[config.mk]
export PLATFORM = sky130hd
export DESIGN_NAME = txn_stall_counters
export DESIGN_NICKNAME = d
export VERILOG_FILES = /design/src/rtl/txn_cnt_pkg.sv /design/src/rtl/sat_counter.sv /design/src/rtl/txn_classifier.sv /design/src/rtl/shadow_bank.sv /design/src/rtl/txn_stall_counters.sv
export SDC_FILE = /design/constraint.sdc
export NUM_CORES = 1
export LEC_CHECK = 0
export ABC_AREA = 1
export BUFFER_PORTS_ARGS = -buffer_cell sky130_fd_sc_hd__buf_2
export CORE_MARGIN = 2
export CORE_UTILIZATION = 40
export CTS_BUF_LIST = sky130_fd_sc_hd__clkbuf_8
export CTS_CLUSTER_SIZE = 28
export DETAILED_ROUTE_END_ITERATION = 12
export PLACE_DENSITY_LB_ADDON = 0.2
export RECOVER_POWER = 50
export REMOVE_ABC_BUFFERS = 1
export SLEW_MARGIN = 20
export SYNTH_ARGS = -nofsm -noshare
export SYNTH_HDL_FRONTEND = slang
export SYNTH_SLANG_ARGS = --single-unit
[constraint.sdc]
create_clock -name clk -period 5.3 [get_ports clk]
set_input_delay 0.265 -clock clk [delete_from_list [all_inputs] [get_ports clk]]
set_output_delay 0.265 -clock clk [all_outputs]
set_load 0.05 [all_outputs]
[src/rtl/txn_cnt_pkg.sv]
package txn_cnt_pkg;

  typedef enum logic [1:0] {
    KIND_IFETCH   = 2'd0,
    KIND_DLOAD    = 2'd1,
    KIND_UNCACHED = 2'd2,
    KIND_STORE    = 2'd3
  } txn_kind_e;

  localparam int NUM_KINDS  = 4;
  localparam int IDX_EVT0   = 0;
  localparam int IDX_FRZ0   = NUM_KINDS;
  localparam int IDX_INSTR  = 2 * NUM_KINDS;
  localparam int IDX_CYCLE  = 2 * NUM_KINDS + 1;
  localparam int NUM_CNT    = 2 * NUM_KINDS + 2;
  localparam int RD_ADDR_W  = 4;

endpackage

[src/rtl/sat_counter.sv]
module sat_counter #(
  parameter int W = 32
) (
  input  logic         clk,
  input  logic         rst,
  input  logic         clr,
  input  logic         inc,
  output logic [W-1:0] value
);

  localparam logic [W-1:0] MAXV = {W{1'b1}};

  always_ff @(posedge clk) begin
    if (rst || clr) begin
      value <= '0;
    end else if (inc && (value != MAXV)) begin
      value <= value + 1'b1;
    end
  end

  // an all-ones counter stays there
  a_r9_hold_at_max: assert property (@(posedge clk) disable iff (rst)
    (!clr && value == MAXV) |=> (value == MAXV));

  // clear leaves zero behind
  a_r8_clear_zero: assert property (@(posedge clk) disable iff (rst)
    clr |=> (value == '0));

  // without clear a counter never moves by more than one or backwards
  a_r9_step_one: assert property (@(posedge clk) disable iff (rst)
    !clr |=> ((value == $past(value)) || (value == $past(value) + 1'b1)));

endmodule

[src/rtl/txn_classifier.sv]
module txn_classifier
  import txn_cnt_pkg::*;
(
  input  logic                 clk,
  input  logic                 rst,
  input  logic                 req,
  input  logic [1:0]           kind,
  input  logic                 freeze,
  output logic [NUM_KINDS-1:0] evt_inc,
  output logic [NUM_KINDS-1:0] frz_inc
);

  logic req_q;
  logic new_txn;

  always_ff @(posedge clk) begin
    if (rst) req_q <= 1'b0;
    else     req_q <= req;
  end

  assign new_txn = req & ~req_q;

  for (genvar k = 0; k < NUM_KINDS; k++) begin : g_kind
    logic hit;
    assign hit        = (kind == k[1:0]);
    assign evt_inc[k] = new_txn & hit;
    assign frz_inc[k] = req & freeze & hit;
  end

  // at most one kind counts an event in a cycle
  a_r2_one_kind: assert property (@(posedge clk) disable iff (rst)
    $onehot0(evt_inc));

  // two consecutive cycles never both start a transaction
  a_r1_single_event: assert property (@(posedge clk) disable iff (rst)
    (evt_inc != '0) |=> (evt_inc == '0));

  // no freeze attribution without an outstanding request
  a_r4_freeze_gated: assert property (@(posedge clk) disable iff (rst)
    !req |-> (frz_inc == '0));

endmodule

[src/rtl/shadow_bank.sv]
module shadow_bank
  import txn_cnt_pkg::*;
#(
  parameter int W = 32,
  parameter int N = NUM_CNT
) (
  input  logic                 clk,
  input  logic                 rst,
  input  logic                 snap,
  input  logic [N*W-1:0]       live,
  input  logic                 rd_en,
  input  logic [RD_ADDR_W-1:0] rd_addr,
  output logic [W-1:0]         rd_data,
  output logic                 rd_valid
);

  logic [W-1:0] shadow [N];

  for (genvar i = 0; i < N; i++) begin : g_shadow
    always_ff @(posedge clk) begin
      if (rst)       shadow[i] <= '0;
      else if (snap) shadow[i] <= live[i*W +: W];
    end

    // snapshot captures the live value present in the snap cycle
    a_r7_capture: assert property (@(posedge clk) disable iff (rst)
      snap |=> (shadow[i] == $past(live[i*W +: W])));

    // shadow holds without a snapshot
    a_r7_hold: assert property (@(posedge clk) disable iff (rst)
      !snap |=> $stable(shadow[i]));
  end

  always_ff @(posedge clk) begin
    if (rst) begin
      rd_data  <= '0;
      rd_valid <= 1'b0;
    end else begin
      rd_valid <= rd_en;
      if (rd_en) begin
        if (int'(rd_addr) < N) rd_data <= shadow[rd_addr];
        else                   rd_data <= '0;
      end
    end
  end

  // one-cycle read latency
  a_r10_valid_follows: assert property (@(posedge clk) disable iff (rst)
    rd_en |=> rd_valid);
  a_r10_no_spurious: assert property (@(posedge clk) disable iff (rst)
    !rd_en |=> !rd_valid);

endmodule

[src/rtl/txn_stall_counters.sv]
module txn_stall_counters
  import txn_cnt_pkg::*;
#(
  parameter int CNT_W = 32
) (
  input  logic                 clk,
  input  logic                 rst,
  input  logic                 txn_req,
  input  logic [1:0]           txn_kind,
  input  logic                 cpu_freeze,
  input  logic                 instr_retire,
  input  logic                 snap,
  input  logic                 clr,
  input  logic                 rd_en,
  input  logic [RD_ADDR_W-1:0] rd_addr,
  output logic [CNT_W-1:0]     rd_data,
  output logic                 rd_valid
);

  localparam int LIVE_W = NUM_CNT * CNT_W;

  logic [NUM_KINDS-1:0] evt_inc;
  logic [NUM_KINDS-1:0] frz_inc;
  logic [NUM_CNT-1:0]   inc_vec;
  logic [LIVE_W-1:0]    live;

  txn_classifier u_class (
    .clk     (clk),
    .rst     (rst),
    .req     (txn_req),
    .kind    (txn_kind),
    .freeze  (cpu_freeze),
    .evt_inc (evt_inc),
    .frz_inc (frz_inc)
  );

  assign inc_vec[IDX_EVT0 +: NUM_KINDS] = evt_inc;
  assign inc_vec[IDX_FRZ0 +: NUM_KINDS] = frz_inc;
  assign inc_vec[IDX_INSTR]             = instr_retire;
  assign inc_vec[IDX_CYCLE]             = 1'b1;

  for (genvar i = 0; i < NUM_CNT; i++) begin : g_cnt
    sat_counter #(.W(CNT_W)) u_cnt (
      .clk   (clk),
      .rst   (rst),
      .clr   (clr),
      .inc   (inc_vec[i]),
      .value (live[i*CNT_W +: CNT_W])
    );
  end

  shadow_bank #(.W(CNT_W), .N(NUM_CNT)) u_shadow (
    .clk      (clk),
    .rst      (rst),
    .snap     (snap),
    .live     (live),
    .rd_en    (rd_en),
    .rd_addr  (rd_addr),
    .rd_data  (rd_data),
    .rd_valid (rd_valid)
  );

  // the cycle counter advances every cycle until it saturates
  a_r6_cycle_advance: assert property (@(posedge clk) disable iff (rst)
    (!clr && live[IDX_CYCLE*CNT_W +: CNT_W] != {CNT_W{1'b1}})
      |=> (live[IDX_CYCLE*CNT_W +: CNT_W] != '0));

  // reset empties the read port
  a_r11_reset_idle: assert property (@(posedge clk)
    rst |=> (!rd_valid && rd_data == '0));

endmodule

==> flow_summary.toml, run 1 <==
[worst_setup_path]
worstSetupPathType = "input port to flop"
critPathRequiredTime_ns = 5.66
crit_path_end_kind = "flop"
critPathMaxFanout = 133
critPathArrivalTime_ns = 4.43
start_kind = "input port"

[logic_synthesis]
ys_seq_area_share_pct = 46.79
syn_area_um2 = 35680
synth_top_area_cell = "edfxtp_1"
synth-edff-count = 320
yosys_register_bits = 674
ys_warn_count = 0
synth_cells = 5185
synth_top_area_share_pct = 26.93
synthArstFlopShare_pct = 0
ys_types = 34
synthFlopType = "dfxtp_1"
synthTopCellsByArea = "edfxtp_1 (27%), dfxtp_1 (20%), nand2_1 (19%), nor2_1 (12%), inv_1 (5.1%)"
synth_area_per_cell_um2 = 6.881

[route]
antenna_left = 0
drt_pass1_iterations = 6
wl_um = 113700
avgRoutedWirePerCell_um = 17.60
drc_errors = 0
routed_via_density = 4.987
via_count = 32230
drtIter0Drc = 2755

[sta]
final_hold_viol_count = 0
worst_pin_slew_ns = 2.495
whs_ns = 0.09072
fin_ws_ns = 1.232
rsz0062_at_grt = "false"
slew_headroom_pct = -66.31
layout_min_cycle_time_ns = 4.068
drv_slew = 109
fmax_ghz = 0.2458
finalClockSkew_ns = 0.03944
setup_viol = 0
fin_crit_sh_pct = 76.75

[power]
power_leakage_nw = 13.78
ir_drop_mv = 0.2551
p_per_area_nw_per_um2 = 281.7

[finish]
final_core_util_pct = 44.26
drive_above_1_share_pct = 4.664
fin_nets = 5215
final_common_cell = "nand2_1"
syn_to_final_growth_pct = 9.626
nFillCells = 9291
most-common-layout-cells = "nand2_1 (1833), nor2_1 (1108), inv_1 (522)"

[flow_run]
maxCapViolCount = 3

[cts]
hold_buffers = 2
clockBufferDepth = 3
h-tree-depth = 3
post_cts_buffers = 0
cts_tree = "done"
numClockSinks = 674
cts_buffers = 117
cts_resized = 0
clkTransAtPathRegs_ns = 0.06
cts-root-buf = "clkbuf_8"
clk_latency_ns = 0.77

[grt]
grt_antenna_before_repair = 4
met1_usage_pct = 33.62
grt_pass1_wl_um = 174200
busiest_layer = "met2"
grtUsageMet3_pct = 3.444
grt_max_degree = 134
grt_pass1_vias = 29830
grt_overflow = 0
use_met2_pct = 38.97
grt_use_total_pct = 24.63

[floorplanning]
initial_core_util_pct = 40.37
fp.dieW_um = 302.7
dieArea_um2 = 91600
die_h_um = 302.7
coreArea_um2 = 88370
num_rows = 109
io_pins = 47

[placement]
place_congestion = 0.9347
dp_hpwl_um = 81470
dp_slack_ns = 2.344
port_buffers = 46

[hold_path]
hp-class = "input port to flop"

[outcome]
violations = "max-capacitance violations, max-slew violations"
outcome = "finished with violations"
## sequential cells by signal, indices dropped and copies added, names as in the netlist
register and cells:
u_shadow.shadow 320, u_shadow.rd_data 32, u_class.req_q 1, u_shadow.rd_valid 1
g_cnt.u_cnt.value 320
## metal layers
layer,share of wire (%),vias to the layer above
met1,45,14910
met4,4.5,4
li1,-,16230
met2,45,878
met5,0.020,-
met3,5.7,212
## stage by stage
stage / instance area [um2] / TNS [ns] / total power, mW / cells
floorplan: 34830 / -147.57 / 6.028 / 5002
global placement: 36790 / 0 / 6.307 / 6235
detailed placement: 36790 / 0 / 6.303 / 6235
CTS: 39160 / 0 / 11.11 / 6461
global route: 39110 / 0 / 11.39 / 6462
finish: 39110 / 0 / 11.02 / 6462
## synthesized netlist by cell type, types with 3 or more instances
| cell | count |
|---|---|
| nand3b_1 | 4 |
| xor2_1 | 114 |
| dfxtp_1 | 354 |
| buf_6 | 11 |
| inv_2 | 13 |
| a21oi_1 | 267 |
| nor2_1 | 1112 |
| ha_1 | 10 |
| nor3_1 | 9 |
| a31oi_1 | 8 |
| nor3_2 | 3 |
| or3_1 | 3 |
| inv_1 | 481 |
| nand2_4 | 3 |
| clkbuf_1 | 125 |
| o211ai_1 | 19 |
| nand4_1 | 53 |
| o21ai_0 | 105 |
| buf_2 | 20 |
| nor2_2 | 9 |
| buf_1 | 11 |
| edfxtp_1 | 320 |
| nor3_4 | 5 |
| nand2_2 | 12 |
| nand3_1 | 254 |
| nand2_1 | 1835 |
| buf_4 | 14 |
## worst paths after layout
| kind | start | to | slack [ns] | cells after the start |
|---|---|---|---|---|
| worst max-delay path | rst | u_shadow.shadow[6][24] | 1.23 | 4 |
| worst min-delay path | txn_kind[1] | g_cnt[5].u_cnt.value[20] | 0.09 | 5 |
| worst max register to register | g_cnt[2].u_cnt.value[1] | g_cnt[2].u_cnt.value[27] | 2.40 | 10 |
| worst min register to register | u_shadow.rd_data[5] | u_shadow.rd_data[5] | 0.47 | 2 |
## cell type report
class	count	area, um2	area share [%]
inverters	496	1872	4.786
clock inverters	87	467.9	1.196
repair buffers	70	435.4	1.113
clock buffers	137	1886	4.821
diodes	1	2.502	0.006398
well taps	1165	1458	3.727
flip-flops and latches	674	16700	42.69
multi-input cells	3832	16300	41.67
## logic make-up (layout without fill, tap and decap cells)
family	count (synthesis)	after routing	synth area share (%)
buffers and inverters	679	790	7.599
other	0	1	0
adders and majority gates	10	10	0.3507
AOI/OAI and AO/OA	400	400	5.779
and+or+nand+nor	3307	3307	36.65
DFF	674	674	46.79
xor gates and xnor gates	115	115	2.823
## critical path, cell delays in order
cell and delay [ns]:
buf_2 0.07, clkbuf_1 1.76, or2_1 1.58, buf_12 0.63
## power by group
part           internal, mW  switching (mW)  leakage [nW]  total [mW]
registers              5.54          0.0682          6.47        5.61
logic                 0.112           0.472          5.95       0.584
clock network          2.54            2.28          1.37        4.82
total                  8.20            2.82          13.8        11.0
Power figures use the tool's default switching activity.
==> run 2: changes to the inputs <==
- ABC_AREA: 1 -> 0
- clock period: 5.3 -> 3.7 ns (I/O delays scaled with it)
==> run 2 against run 1 <==
Net effect:
- the run still ends with max-capacitance violations, max-slew violations left
- highest routed layer unchanged
- worst setup slack worse by 0.54 ns
- clock-buffer cell count is 3 lower
- synthesized area down 12%
- first-iteration DRC count fell by 15%
- clock power up 37%
- combinational power increased by 33%
- core utilization increased by 0.85 points
- sequential power increased by 44%
- die area down 12%
- critical path type unchanged
- design area is 10% lower
- register-to-register slack got worse by 1.4 ns
==> flow_summary.toml, run 2 <==
[outcome]
outcome = "finished with violations"
violations = "max-capacitance violations, max-slew violations"

[worst_setup_path]
cpPeakStageDelay_ns = 1.37
critPathMaxFanout = 51
worstSetupPathType = "input port to flop"
critPathArrivalTime_ns = 3.33
crit_chain = "buf_2 -> or2_1 -> clkbuf_2"
start_kind = "input port"
cpLargestDelayFamily = "buffers and inverters"
crit_path_end_kind = "flop"
crit_buf_inv = 2
cpMaxStageDelayCell = "or2_1"
critPathRequiredTime_ns = 4.02

[route]
drc_errors = 0
drtIter0Drc = 2333
via_count = 24150
drt_pass1_iterations = 5
antenna_left = 0
avgRoutedWirePerCell_um = 21.82
routed_via_density = 5.839
wl_um = 90270

[grt]
grt_max_degree = 112
grt_pass1_vias = 22920
grt_antenna_before_repair = 6
grt_use_total_pct = 22.07
grt_overflow = 0
grt_pass1_wl_um = 139200

[sta]
rsz0062_at_grt = "false"
finalClockSkew_ns = 0.04853
worst_pin_slew_ns = 2.556
layout_min_cycle_time_ns = 3.008
drv_slew = 82
fin_crit_sh_pct = 81.29
final_hold_viol_count = 0
whs_ns = 0.05776
slew_headroom_pct = -70.77
setup_viol = 0
fmax_ghz = 0.3325

[finish]
final_cells = 4136
drive_above_1_share_pct = 11.53
fin_nets = 3021
syn_to_final_growth_pct = 11.35
most-common-layout-cells = "dfxtp_1 (354), edfxtp_1 (320), a21oi_1 (214)"
final_common_cell = "dfxtp_1"
top_regs = "g_cnt.u_cnt.value: 320 flops, u_shadow.shadow: 320 flops, u_shadow.rd_data: 32 flops"

[placement]
place_inst = 3916
place_congestion = 0.8627
dp_hpwl_um = 62630
port_buffers = 46

[floorplanning]
coreArea_um2 = 77720
io_pins = 47
dieArea_um2 = 80960
die_h_um = 284.5
fp.dieW_um = 284.5
num_rows = 102
initial_core_util_pct = 40.51

[power]
p_sw_share_pct = 24.49
p_sw_mw = 3.779
seq_power_share_pct = 52.4
power_leakage_nw = 11.46
finalPower_mw = 15.43
internal_power_mw = 11.65
ir_drop_mv = 0.2619
pwr-share-comb_pct = 5.0
p_clk_share_pct = 42.6
p_per_area_nw_per_um2 = 440.2

[logic_synthesis]
synth_top_area_cell = "edfxtp_1"
synth_top_area_share_pct = 30.52
ys_types = 70
synth_cells = 2961
synthFlopType = "dfxtp_1"
synth-edff-count = 320
synth_common_cells = "dfxtp_1 (354), and2_1 (331), edfxtp_1 (320)"
ys_warn_count = 0
ys_seq_area_share_pct = 53.03
yosys_register_bits = 674
synth_area_per_cell_um2 = 10.63
synth.most_common_cell = "dfxtp_1"
syn_area_um2 = 31480
synthArstFlopShare_pct = 0
synthTopCellsByArea = "edfxtp_1 (31%), dfxtp_1 (23%), and2_1 (6.6%), mux4_2 (4.6%), a21oi_1 (3.4%)"

[hold_path]
hp-class = "input port to flop"

[cts]
cts-root-buf = "clkbuf_8"
clockBufferDepth = 3
cts_buffers = 114
cts_tree = "done"
clkTransAtPathRegs_ns = 0.05
h-tree-depth = 3
numClockSinks = 674
clk_latency_ns = 0.76

[flow_run]
maxCapViolCount = 3
-- run 2: stage by stage --
| step | worst slack (ns) | cell area (um2) | util (%) | TNS, ns |
|---|---|---|---|---|
| floorplan | -3.696 | 30740 | - | -1465.44 |
| global placement | 1.062 | 32860 | 42.27 | 0 |
| detailed placement | 1.037 | 32860 | 42.27 | 0 |
| CTS | 1.015 | 35150 | 45.23 | 0 |
| global route | 0.4746 | 35060 | 45.10 | 0 |
| finish | 0.6923 | 35060 | 45.10 | 0 |
-- run 2: repair_timing --
action	in CTS	in global routing
gates resized for setup	0	0
setup buffers	0	0
hold buffers	4	0
hold endpoints to repair	14	0
-- run 2: worst register-to-register path, cell delays in order, from the launching register on --
cell and delay [ns]:
dfxtp_1 0.40, ha_1 0.22, nand4_1 0.24, nor4_1 0.65
nand3_1 0.47, o311ai_0 0.44, o41ai_1 0.14
-- run 2: metal layers --
metal,vias to the layer above,part of all wire (%),global-route usage [%]
met2,808,44,33.27
met4,8,3.3,8.395
li1,11310,-,-
met5,-,0.072,0
met1,11860,46,31.96
met3,168,6.6,3.315
-- run 2: area by class of cell --
| type | count | area (um2) |
|---|---|---|
| Sequential cell | 674 | 16700 |
| Multi-Input combinational cell | 2062 | 13920 |
| Clock inverter | 80 | 410.4 |
| Inverter | 42 | 157.7 |
| Tap cell | 1040 | 1301 |
| Antenna cell | 1 | 2.502 |
| Timing Repair Buffer | 103 | 720.7 |
| Clock buffer | 134 | 1844 |
| Fill cell | 7254 | 42670 |
-- run 2: kinds of logic after synthesis --
| family | share of synthesized area [%] |
|---|---|
| buf+inv | 2.866 |
| xor+xnor | 1.614 |
| compound gates | 11.63 |
| mux | 6.713 |
| simple gates | 23.74 |
| flops | 53.03 |
| fa+ha+maj | 0.3974 |
-- run 2: final timing paths --
path,from,to,slack [ns],depth (start not counted)
setup / recovery,rst,u_shadow.shadow[7][13],0.69,3
hold / removal,txn_kind[1],g_cnt[2].u_cnt.value[1],0.06,4
setup reg to reg,g_cnt[4].u_cnt.value[0],g_cnt[4].u_cnt.value[26],1.03,6
hold reg to reg,u_shadow.rd_data[30],u_shadow.rd_data[30],0.49,1
-- run 2: power by group through the flow --
stage | combinational (mW) | sequential (mW) | clock (mW)
2_1_floorplan | 0.352 | 8.26 | 0
3_3_place_gp | 0.784 | 8.23 | 0
3_5_place_dp | 0.793 | 8.23 | 0
4_1_cts | 0.797 | 8.07 | 6.72
5_1_grt | 0.824 | 8.09 | 7.04
6_report | 0.775 | 8.08 | 6.58
